### src/rtl/cache2w_pkg.sv
package cache2w_pkg;
  typedef enum logic {ST_IDLE, ST_FILL} cache_st_t;
endpackage

### src/rtl/cache2w_way.sv
module cache2w_way #(
  parameter int SETS   = 4,
  parameter int TAG_W  = 12,
  parameter int DATA_W = 32,
  localparam int SET_W = $clog2(SETS)
) (
  input  logic              clk,
  input  logic              rst,
  input  logic [SET_W-1:0]  rd_set,
  output logic              rd_valid,
  output logic [TAG_W-1:0]  rd_tag,
  output logic [DATA_W-1:0] rd_data,
  input  logic              wr_en,
  input  logic [SET_W-1:0]  wr_set,
  input  logic [TAG_W-1:0]  wr_tag,
  input  logic [DATA_W-1:0] wr_data
);
  logic [SETS-1:0]   valid_q;
  logic [TAG_W-1:0]  tag_mem  [SETS];
  logic [DATA_W-1:0] data_mem [SETS];

  // valid bits need reset; tag/data arrays are plain RAM
  always_ff @(posedge clk) begin
    if (rst) valid_q <= '0;
    else if (wr_en) valid_q[wr_set] <= 1'b1;
  end

  always_ff @(posedge clk) begin
    if (wr_en) begin
      tag_mem[wr_set]  <= wr_tag;
      data_mem[wr_set] <= wr_data;
    end
  end

  assign rd_valid = valid_q[rd_set];
  assign rd_tag   = tag_mem[rd_set];
  assign rd_data  = data_mem[rd_set];
endmodule

### src/rtl/cache2w_lru.sv
module cache2w_lru #(
  parameter int SETS = 4,
  localparam int SET_W = $clog2(SETS)
) (
  input  logic             clk,
  input  logic             rst,
  input  logic [SET_W-1:0] set_i,
  input  logic [1:0]       way_valid_i,
  input  logic             touch_en,
  input  logic             touch_way,
  output logic             victim_o
);
  logic [SETS-1:0] mru_q;

  always_ff @(posedge clk) begin
    if (rst) mru_q <= '0;
    else if (touch_en) mru_q[set_i] <= touch_way;
  end

  always_comb begin
    if (!way_valid_i[0])      victim_o = 1'b0;
    else if (!way_valid_i[1]) victim_o = 1'b1;
    else                      victim_o = ~mru_q[set_i];
  end


  lru_flip_chk: assert property (@(posedge clk) disable iff (rst)
    touch_en |=> (mru_q[$past(set_i)] == $past(touch_way)));
endmodule

### src/rtl/cache2w_top.sv
module cache2w_top #(
  parameter int ADDR_W = 16,
  parameter int DATA_W = 32,
  parameter int SETS   = 4,
  localparam int SET_W = $clog2(SETS),
  localparam int TAG_W = ADDR_W - 2 - SET_W
) (
  input  logic              clk,
  input  logic              rst,
  input  logic              cpu_req,
  input  logic [ADDR_W-1:0] cpu_addr,
  output logic              cpu_ready,
  output logic              cpu_rvalid,
  output logic [DATA_W-1:0] cpu_rdata,
  output logic              mem_req,
  output logic [ADDR_W-1:0] mem_addr,
  input  logic              mem_ack,
  input  logic [DATA_W-1:0] mem_rdata
);
  import cache2w_pkg::*;

  cache_st_t         st_q;
  logic [SET_W-1:0]  cur_set, pend_set;
  logic [TAG_W-1:0]  cur_tag, pend_tag;
  logic              pend_way;
  logic              unused_byte;
  logic [1:0]        way_valid, way_hit;
  logic [TAG_W-1:0]  way_tag  [2];
  logic [DATA_W-1:0] way_data [2];
  logic              any_hit, hit_way, victim;
  logic              fill_en, touch_en, touch_way;
  logic [SET_W-1:0]  lru_set;

  assign unused_byte = ^cpu_addr[1:0];
  assign cur_set     = cpu_addr[SET_W+1:2];
  assign cur_tag     = cpu_addr[ADDR_W-1:SET_W+2];

  assign fill_en = (st_q == ST_FILL) && mem_ack;

  for (genvar w = 0; w < 2; w++) begin : g_way
    cache2w_way #(.SETS(SETS), .TAG_W(TAG_W), .DATA_W(DATA_W)) way_i (
      .clk     (clk),
      .rst     (rst),
      .rd_set  (cur_set),
      .rd_valid(way_valid[w]),
      .rd_tag  (way_tag[w]),
      .rd_data (way_data[w]),
      .wr_en   (fill_en && (pend_way == w[0])),
      .wr_set  (pend_set),
      .wr_tag  (pend_tag),
      .wr_data (mem_rdata)
    );
    assign way_hit[w] = way_valid[w] && (way_tag[w] == cur_tag);
  end

  assign any_hit   = |way_hit;
  assign hit_way   = way_hit[1];
  assign touch_en  = ((st_q == ST_IDLE) && cpu_req && any_hit) || fill_en;
  assign touch_way = fill_en ? pend_way : hit_way;
  assign lru_set   = fill_en ? pend_set : cur_set;

  cache2w_lru #(.SETS(SETS)) lru_i (
    .clk        (clk),
    .rst        (rst),
    .set_i      (lru_set),
    .way_valid_i(way_valid),
    .touch_en   (touch_en),
    .touch_way  (touch_way),
    .victim_o   (victim)
  );

  always_ff @(posedge clk) begin
    if (rst) begin
      st_q       <= ST_IDLE;
      cpu_rvalid <= 1'b0;
      cpu_rdata  <= '0;
      mem_req    <= 1'b0;
      mem_addr   <= '0;
      pend_set   <= '0;
      pend_tag   <= '0;
      pend_way   <= 1'b0;
    end else begin
      cpu_rvalid <= 1'b0;
      case (st_q)
        ST_IDLE: if (cpu_req) begin
          if (any_hit) begin
            cpu_rvalid <= 1'b1;
            cpu_rdata  <= way_data[hit_way];
          end else begin
            st_q     <= ST_FILL;
            mem_req  <= 1'b1;
            mem_addr <= {cur_tag, cur_set, 2'b00};
            pend_set <= cur_set;
            pend_tag <= cur_tag;
            pend_way <= victim;
          end
        end
        ST_FILL: if (mem_ack) begin
          st_q       <= ST_IDLE;
          mem_req    <= 1'b0;
          cpu_rvalid <= 1'b1;
          cpu_rdata  <= mem_rdata;
        end
        default: st_q <= ST_IDLE;
      endcase
    end
  end

  assign cpu_ready = (st_q == ST_IDLE);


  reset_idle_chk: assert property (@(posedge clk)
    rst |=> (cpu_ready && !cpu_rvalid && !mem_req));

  miss_stall_chk: assert property (@(posedge clk) disable iff (rst)
    mem_req |-> !cpu_ready);

  req_hold_chk: assert property (@(posedge clk) disable iff (rst)
    (mem_req && !mem_ack) |=> (mem_req && $stable(mem_addr)));

  single_req_chk: assert property (@(posedge clk) disable iff (rst)
    (mem_req && mem_ack) |=> (!mem_req && cpu_rvalid));

  no_dup_chk: assert property (@(posedge clk) disable iff (rst)
    $onehot0(way_hit));
endmodule

### config.mk
export PLATFORM = sky130hd
export DESIGN_NAME = cache2w_top
export DESIGN_NICKNAME = d
export VERILOG_FILES = /design/src/rtl/cache2w_pkg.sv /design/src/rtl/cache2w_way.sv /design/src/rtl/cache2w_lru.sv /design/src/rtl/cache2w_top.sv
export SDC_FILE = /design/constraint.sdc
export NUM_CORES = 1
export LEC_CHECK = 0
export ABC_AREA = 0
export CORE_MARGIN = 2
export CORE_UTILIZATION = 50
export DETAILED_ROUTE_END_ITERATION = 12
export PLACE_DENSITY = 0.72
export SLEW_MARGIN = 20
export SYNTH_ARGS = -nofsm -noshare
export SYNTH_HDL_FRONTEND = slang
export SYNTH_HIERARCHICAL = 1
export SYNTH_SLANG_ARGS = --single-unit
### constraint.sdc
create_clock -name clk -period 6.5 [get_ports clk]
set_input_delay 1.3 -clock clk [delete_from_list [all_inputs] [get_ports clk]]
set_output_delay 1.3 -clock clk [all_outputs]
set_load 0.02 [all_outputs]
======== Yosys cells after proc, flatten, opt, wreduce, memory -nomap -nowiden ========
Memory sizes are Yosys's and may differ from the RTL's.
Index checks and enable logic that the tools add are counted.
operators by class
  add/sub/neg operators ................... 0
  multiply operators ...................... 0
  divide/modulo/power cells ............... 0
  $lt $le $gt $ge ......................... 6
  equality and inequality tests ........... 6
  shifts and indexed selects .............. 0
  multiplexer cells ....................... 38
  bitwise gates (word level) .............. 7
  reduce and logical (&&, ||, !) cells .... 14
operators by type and width
  cell                                                                           count
  32-bit two-way mux                                                             6
  32-bit one-hot mux with 2 select lines                                         1
  12-bit == test                                                                 2
  1-bit two-way mux                                                              21
  1-bit logical AND                                                              9
  2-bit by 3-bit less-than comparator with 1-bit output (second input constant)  3
  3-bit AND reduction                                                            3
  4-bit OR                                                                       2
  1-bit binary-select mux with 2-bit select                                      3
  2-bit != test (second input constant)                                          3
  1-bit one-hot mux with 2 select lines                                          3
  4-bit bitwise mux                                                              1
  1-bit demux with 2-bit select                                                  2
  2-bit by 1-bit >= comparator with 1-bit output (second input constant)         2
  1-bit NOT                                                                      4
  2-bit >= comparator (second input constant)                                    1
  2-bit two-way mux                                                              1
  2-bit by 1-bit != test with 1-bit output (second input constant)               1
  1-bit NOT with 2-bit output                                                    1
  2-bit OR reduction                                                             1
  1-bit logical OR                                                               1
word-level totals
  bits in registers ....................... 76
  bits in latches ......................... 0
  bits in writable memories ............... 352
  memory bits (read-only) ................. 0
  bits of input ports ..................... 52
  output and inout port bits .............. 51
  logic and storage cells ................. 86
  memories ................................ 4
memory list
  memory                   words  bits a word  rd ports  clocked after Yosys merged registers in  write ports  line               text
  g_way[0].way_i.data_mem  4      32           1         0                                        1            cache2w_way.sv:20  logic [DATA_W-1:0] data_mem [SETS];
  g_way[1].way_i.data_mem  4      32           1         0                                        1            cache2w_way.sv:20
  g_way[0].way_i.tag_mem   4      12           1         0                                        1            cache2w_way.sv:19  logic [TAG_W-1:0] tag_mem [SETS];
  g_way[1].way_i.tag_mem   4      12           1         0                                        1            cache2w_way.sv:19

======== Logic depth before layout (Yosys ltp) ========
Gate-level depths: netlist (run 1).
  depth after elaboration ................. 10
  mapped depth ............................ 13
  mapped depth without buffers ............ 9

======== Cells and area by module ========
The synthesis (run 1) kept the hierarchy.
modules (own cells, without submodules)
  module       times used  cells an instance  area an instance (sq um)
  cache2w_way  2           246                6586.3
  cache2w_top  1           395                3398.3
  cache2w_lru  1           21                 210.2

======== Worst setup path before layout (run 1) ========
Ideal clock, no wire load.
  path type ............................... in2reg
  from .................................... input mem_ack
  to ...................................... memory g_way[0].way_i.data_mem[0][0] (enable)
  setup time .............................. 512 ps
  arrival time ............................ 4943 ps
  slack ................................... 1046 ps
  stages on the path ...................... 3
  buffers on the path ..................... 0
  path through ............................ nand2_1 -> nor2_1 -> nor3b_1
on the way
  longest elaborated chain between the ends .. 4
ends and longest elaborated chain
  what                                     line               text
  start: declaration                       cache2w_top.sv:17  input logic mem_ack,
  1-bit logical AND                        cache2w_top.sv:38  assign fill_en = (st_q == ST_FILL) && mem_ack;
  1-bit logical AND                        cache2w_top.sv:48  .wr_en (fill_en && (pend_way == w[0])),
  1-bit two-way mux                        cache2w_way.sv:29  if (wr_en) begin
  1-bit two-way mux (implied by the code)  cache2w_way.sv:31  data_mem[wr_set] <= wr_data;
  end: declaration                         cache2w_way.sv:20
Every way passes these cells.

==> results of run 1 <==
==> worst min path at each step <==
| stage | from | endpoint | slack, ns | depth (start not counted) |
|---|---|---|---|---|
| floorplan | g_way[1].way_i/valid_q[1] | g_way[1].way_i/valid_q[1] | 0.41 | 2 |
| global placement | g_way[1].way_i/valid_q[1] | g_way[1].way_i/valid_q[1] | 0.43 | 2 |
| detailed placement | g_way[1].way_i/valid_q[1] | g_way[1].way_i/valid_q[1] | 0.44 | 2 |
| CTS | g_way[1].way_i/valid_q[1] | g_way[1].way_i/valid_q[1] | 0.45 | 2 |
| global route | g_way[1].way_i/valid_q[1] | g_way[1].way_i/valid_q[1] | 0.48 | 2 |
| finish | g_way[1].way_i/valid_q[1] | g_way[1].way_i/valid_q[1] | 0.45 | 2 |
==> final cells by class <==
type                    instances  share of cell area, %
well taps                     448                   2.87
clock inverters                17                  0.840
multi-input cells             389                   22.4
inverters                      39                  0.751
repair buffers                126                   6.10
flip-flops and latches        414                   60.6
clock buffers                  62                   6.42
==> sequential cells by signal (all words and copies together) (netlist names) <==
register	flops
mem_addr	1
mem_req	1
g_way.way_i/data_mem	256
pend_set	1
cpu_rvalid	1
lru_i/mru_q	4
pend_tag	12
cpu_rdata	32
pend_way	1
g_way.way_i/valid_q	8
st_q	1
g_way.way_i/tag_mem	96
==> worst max-delay path, delay by kind of cell <==
kind | cells | cell delay (ns)
xor gates and xnor gates | 1 | 0.15
AOI/OAI and AO/OA | 3 | 1.40
buffers and inverters | 3 | 1.41
muxes | 1 | 0.58
and+or+nand+nor | 1 | 0.18
==> kinds of logic (layout without fill, tap and decap cells) <==
logic type | Yosys count | after routing
other | 1 | 2
flip-flops | 414 | 414
multiplexers | 98 | 98
buffers and inverters | 106 | 244
XOR/XNOR | 24 | 24
AND/OR/NAND/NOR | 123 | 123
AO/OA/AOI/OAI | 142 | 142
==> Yosys cell counts, types with 5 or more instances <==
cell,number,area share (%)
mux2i_1,5,0.30
nand3_1,34,1.0
clkbuf_1,24,0.54
inv_1,38,0.85
buf_12,8,0.95
o32ai_2,28,2.7
buf_6,7,0.47
mux4_2,80,11
dfxtp_1,62,7.4
xnor2_1,6,0.31
o21ai_0,33,0.98
nand4_1,17,0.63
buf_2,20,0.60
a221oi_1,22,1.1
a21oi_1,19,0.57
a221oi_2,10,0.89
edfxtp_1,352,63
nor2_1,40,0.89
o31ai_1,15,0.67
mux4_1,10,1.6
xor2_1,18,0.94
==> through the flow <==
step | hold slack (ns) | setup slack [ns] | std cells | power [mW] | util (%)
6_report | 0.451 | 1.82 | 1495 | 5.74 | 58.6
4_1_cts | 0.450 | 1.80 | 1495 | 5.77 | 58.6
3_3_place_gp | 0.432 | 1.32 | 1416 | 3.35 | 54.3
5_1_grt | 0.479 | 1.57 | 1495 | 5.90 | 58.6
2_1_floorplan | 0.415 | 1.05 | 909 | 3.21 | -
3_5_place_dp | 0.441 | 1.30 | 1416 | 3.35 | 54.3
==> layer usage <==
| layer | global-route usage (%) | routed length [µm] | vias to the layer above |
|---|---|---|---|
| li1 | - | - | 3920 |
| met1 | 29.6 | 15500 | 4647 |
| met2 | 34.3 | 17600 | 393 |
| met3 | 4.47 | 2900 | 68 |
| met4 | 6.96 | 981 | 0 |
| met5 | 0 | 0 | - |
==> power groups by stage <==
stage               clock network, mW  logic (mW)  registers, mW
floorplan                           0       0.207           3.00
global placement                    0       0.352           2.99
detailed placement                  0       0.359           3.00
CTS                              2.47       0.361           2.94
global route                     2.57       0.384           2.94
finish                           2.44       0.358           2.94
==> impl_metrics.tcl, run 1 <==
set metrics [dict create \
    run_status "completed" \
    timing.final.max_slew_violations 0 \
    initial_antenna_violation_count 0 \
    htree_levels 2 \
    synth-compound-area-share_pct 7.82 \
    fillerInstances 2532 \
    cellPowerDensity_nw_per_um2 294 \
    globalRoute.totalOverflow 0 \
    wl_per_cell_um 24.7 \
    buffer_ports.inserted 98 \
    hold_buffers 0 \
    cp_max_fo 44 \
    layout.cells.most_common "edfxtp_1" \
    cts_tree "built" \
    critical_path.cell_chain "buf_6 -> buf_4 -> mux4_2 -> xnor2_1 -> and3_1 -> a41oi_1 -> a21boi_4 -> buf_4 -> o32ai_1" \
    totalWireLength_mm 37.0 \
    worst_pin_slew_ns 1.04 \
    start_to_end_type_of_the_worst_setup_path "in -> reg" \
    max_freq_mhz 214 \
    power.combinational.fraction_pct 6.2 \
    worst_ep_required_time_ns 6.89 \
    dominant_combinational_cell_family_by_area_after_synthesis "multiplexers" \
    synthesis.area_um2 16800 \
    detail_route.iter0.violations 856 \
    final_cell_area_um2 19500 \
    grt_setup_unrepaired "no" \
    detail_route.first_pass.iterations 7 \
    synthCells 908 \
    cts_root_buf "clkbuf_16" \
    critPathSlowestCell "a21boi_4" \
    layout_common_cells "352 x edfxtp_1, 96 x clkdlybuf4s50_1, 80 x mux4_2" \
    p_leak_nw 6.16 \
    grt_pass1_vias 9480 \
    cts_post_setup_buffers_inserted 0 \
    initial_utilization_pct 50.4 \
    num_vias 9028 \
    grt_util_all_layers_pct 21.4 \
    synthAdderAreaFrac_pct 0 \
    setup_total_negative_slack_ns 0 \
    pin_count_of_the_biggest_net_entering_global_routing 46 \
    share_clk_of_total_power_pct 42.5 \
    register_share_of_total_power_pct 51.2 \
    number_of_enable_type_register_cells_in_the_synthesized_netlist 352 \
    power.ir.vdd_worst_v 0.000232 \
    worstSkewPairLatency_ns 0.54 \
    finalCritPeriodShare_pct 72.0 \
    layout_cells_sized_above_1_pct 22.3 \
    place_hpwl_mm 20.6 \
    r2r-start "g_way[1].way_i/tag_mem[0][3]" \
    regToRegSetupSlack_ns 3.00 \
    routed_vias_inst 6.04 \
    areaGrowthSynthToFinish_pct 16.2 \
    timing.max_slew.rel_slack_pct 30.5 \
    internal-power_mw 4.53 \
    final-hold-violation-count 0 \
    asyncSetResetFlopFracSynth_pct 0 \
    hold_path_class "reg -> reg" \
    grt_pass1_wl_mm 56.7 \
    maximum_capacitance_violations 0 \
    clk_transition_reported_paths_ns 0.06 \
    post_synth_mux_area_share_pct 12.8 \
    postRouteAntennaNets 0 \
    yosys_warnings 6 \
    synth_cell_type_count 50 \
    synth-seq-area-share_pct 70.4 \
    critPathCaptureType "register" \
    die_extent_in_y_um 187 \
    layout.area.seq_um2 11800 \
    largest_buffer_count_on_any_clock_path 3 \
    core-area_um2 33300 \
    cts-buffers-inserted 43 \
    report.final.setup_viol 0 \
    drcViolationCount 0 \
    critical_path.most_common_cell "buf_4" \
    critical_path.startpoint_type "input port" \
    antennaDiodeCount 0 \
    yosys.area_share.xor_xnor_pct 1.25 \
    cp-startpoint "cpu_addr[2]" \
    worst_endpoint_data_arrival_time_ns 5.07 \
    yosys_register_bits 414 \
    critical-path-max-stage-delay_ns 0.81 \
    synth_area_per_cell_um2 18.5 \
    postSynth.topFlopCell "edfxtp_1" \
    ctsResizeCount 0 \
    reg2regPathDepth 7 \
    worstSetupEndpoint "cpu_rdata[20]" \
    cts_sinks 414 \
    reg_to_reg_critical_path_endpoint "cpu_rdata[20]" \
    sw_frac_of_total_pct 21.1 \
    period_needed_ns 4.68 \
    die_w_um 187 \
    power.switching_mw 1.21 \
    gpl.final_weighted_congestion 0.727 \
    finClkSkew_ns 0.0174 \
    placement_rows 67 \
    simple_logic_cell_fraction_of_the_synthesized_area_pct 3.96 \
    die_area_um2 35000 \
    io_pins 103 \
    design.final.nets 1065 \
    dpl_cell_area_um2 18100 \
    multi_input_area_um2 4380 \
]
(Power assumes the default switching activity.)
==> inputs of run 2 (changes only) <==
- PLACE_DENSITY: 0.72 -> 0.75
- clock period: 6.5 -> 4 ns (I/O delays scaled with it)
==> impl_metrics.tcl, run 2 (synthesis results as in run 1) <==
set metrics [dict create \
    place_hpwl_mm 21.3 \
    initial_antenna_violation_count 2 \
    max_freq_mhz 296 \
    layout_cells_sized_above_1_pct 23.0 \
    timing.final.max_slew_violations 0 \
    globalRoute.totalOverflow 0 \
    share_clk_of_total_power_pct 41.4 \
    layout_common_cells "352 x edfxtp_1, 96 x clkdlybuf4s50_1, 80 x mux4_2" \
    report.final.setup_viol 0 \
    layout.cells.most_common "edfxtp_1" \
    clk_transition_reported_paths_ns 0.06 \
    design.final.nets 1076 \
    buffer_ports.inserted 98 \
    die_extent_in_y_um 187 \
    detail_route.iter0.violations 861 \
    initial_utilization_pct 50.4 \
    cp_max_fo 19 \
    worst_ep_required_time_ns 4.39 \
    detail_route.first_pass.iterations 4 \
    largest_buffer_count_on_any_clock_path 3 \
    cts_tree "built" \
    power.combinational.fraction_pct 6.6 \
    hold_buffers 0 \
    register_share_of_total_power_pct 52.0 \
    cts_sinks 414 \
    grt_setup_unrepaired "no" \
    top_regs "g_way.way_i/data_mem x256, g_way.way_i/tag_mem x96, cpu_rdata x32" \
    sw_frac_of_total_pct 21.2 \
    routed_vias_inst 6.11 \
    htree_levels 2 \
    grt_util_all_layers_pct 21.7 \
    fillerInstances 2423 \
    flip_flop_count_of_the_largest_register_after_layout 256 \
    finalCritPeriodShare_pct 84.4 \
    cts_root_buf "clkbuf_16" \
    p_leak_nw 6.22 \
    start_to_end_type_of_the_worst_setup_path "in -> reg" \
    maximum_capacitance_violations 0 \
    worst_pin_slew_ns 0.914 \
    wl_per_cell_um 25.1 \
    die_area_um2 35000 \
    critical_path.startpoint_type "input port" \
    fin_total_pwr_mw 9.18 \
    finClkSkew_ns 0.0255 \
    cellPowerDensity_nw_per_um2 467 \
    cts-buffers-inserted 41 \
    die_w_um 187 \
    areaGrowthSynthToFinish_pct 17.1 \
    postRouteAntennaNets 0 \
    drcViolationCount 0 \
    run_status "completed" \
    final-hold-violation-count 0 \
    largest_register "g_way.way_i/data_mem" \
    internal-power_mw 7.23 \
    power.ir.vdd_worst_v 0.000328 \
    period_needed_ns 3.38 \
    num_vias 9206 \
    power.switching_mw 1.95 \
    ctsResizeCount 0 \
    core_utilization_of_the_finished_layout_pct 59.1 \
    core-area_um2 33300 \
    cts_post_setup_buffers_inserted 0 \
    gpl.final_weighted_congestion 0.793 \
    placement_rows 67 \
    grt_pass1_vias 9733 \
    io_pins 103 \
    grt_pass1_wl_mm 57.7 \
    hold_path_class "reg -> reg" \
    worst_endpoint_data_arrival_time_ns 3.77 \
    critPathCaptureType "register" \
    totalWireLength_mm 37.8 \
    setup_total_negative_slack_ns 0 \
    timing.max_slew.rel_slack_pct 38.9 \
    worstSkewPairLatency_ns 0.54 \
    pin_count_of_the_biggest_net_entering_global_routing 46 \
]
[run 2: path summary, 6_finish.rpt]
kind | start | end | slack, ns | cells past startpoint
setup / recovery | cpu_addr[2] | cpu_rdata[19] | 0.62 | 9
hold / removal | g_way[0].way_i/valid_q[2] | g_way[0].way_i/valid_q[2] | 0.45 | 2
setup reg to reg | g_way[0].way_i/tag_mem[2][7] | cpu_rdata[19] | 0.77 | 7
hold reg to reg | g_way[0].way_i/valid_q[2] | g_way[0].way_i/valid_q[2] | 0.45 | 2
[run 2: metal layers]
| layer | GRT usage [%] | wire length, µm | vias to the layer above |
|---|---|---|---|
| li1 | - | - | 3937 |
| met1 | 29.8 | 15500 | 4798 |
| met2 | 35.3 | 18500 | 396 |
| met3 | 4.58 | 2960 | 73 |
| met4 | 6.53 | 842 | 2 |
| met5 | 0 | 12 | - |
[run 2: metrics by stage]
step | instances | hold slack (ns) | cell area [µm²] | worst slack, ns
3_3_place_gp | 1429 | 0.432 | 18300 | 0.184
6_report | 1506 | 0.454 | 19700 | 0.624
5_1_grt | 1506 | 0.469 | 19700 | 0.506
4_1_cts | 1505 | 0.452 | 19700 | 0.601
3_5_place_dp | 1429 | 0.443 | 18300 | 0.0818
2_1_floorplan | 909 | 0.415 | 16800 | 0.644
[run 2: power by group through the flow]
stage	logic, mW	clock network (mW)	registers [mW]
detailed placement	0.604	0	4.87
floorplan	0.337	0	4.88
finish	0.607	3.80	4.77
global placement	0.593	0	4.86
global route	0.648	4.02	4.78
CTS	0.610	3.85	4.77
[run 2: worst max-delay path: stages]
cell and delay [ns]:
buf_6 0.11, buf_12 0.16, mux4_1 0.60, xor2_1 0.21, nor4_1 0.11, a41oi_1 0.32
a21boi_4 0.80, buf_4 0.46, o32ai_1 0.17
[run 2: area by class of cell]
type                       instances  area, µm²  share of cell area, %
antenna                            1       2.50                 0.0127
sequential                       414      11800                   60.1
inverter                          39        146                  0.745
timing repair buffer             139       1410                   7.19
multi-input combinational        389       4390                   22.3
clock buffer                      58       1170                   5.96
tap                              448        561                   2.85
clock inverter                    18        161                  0.821
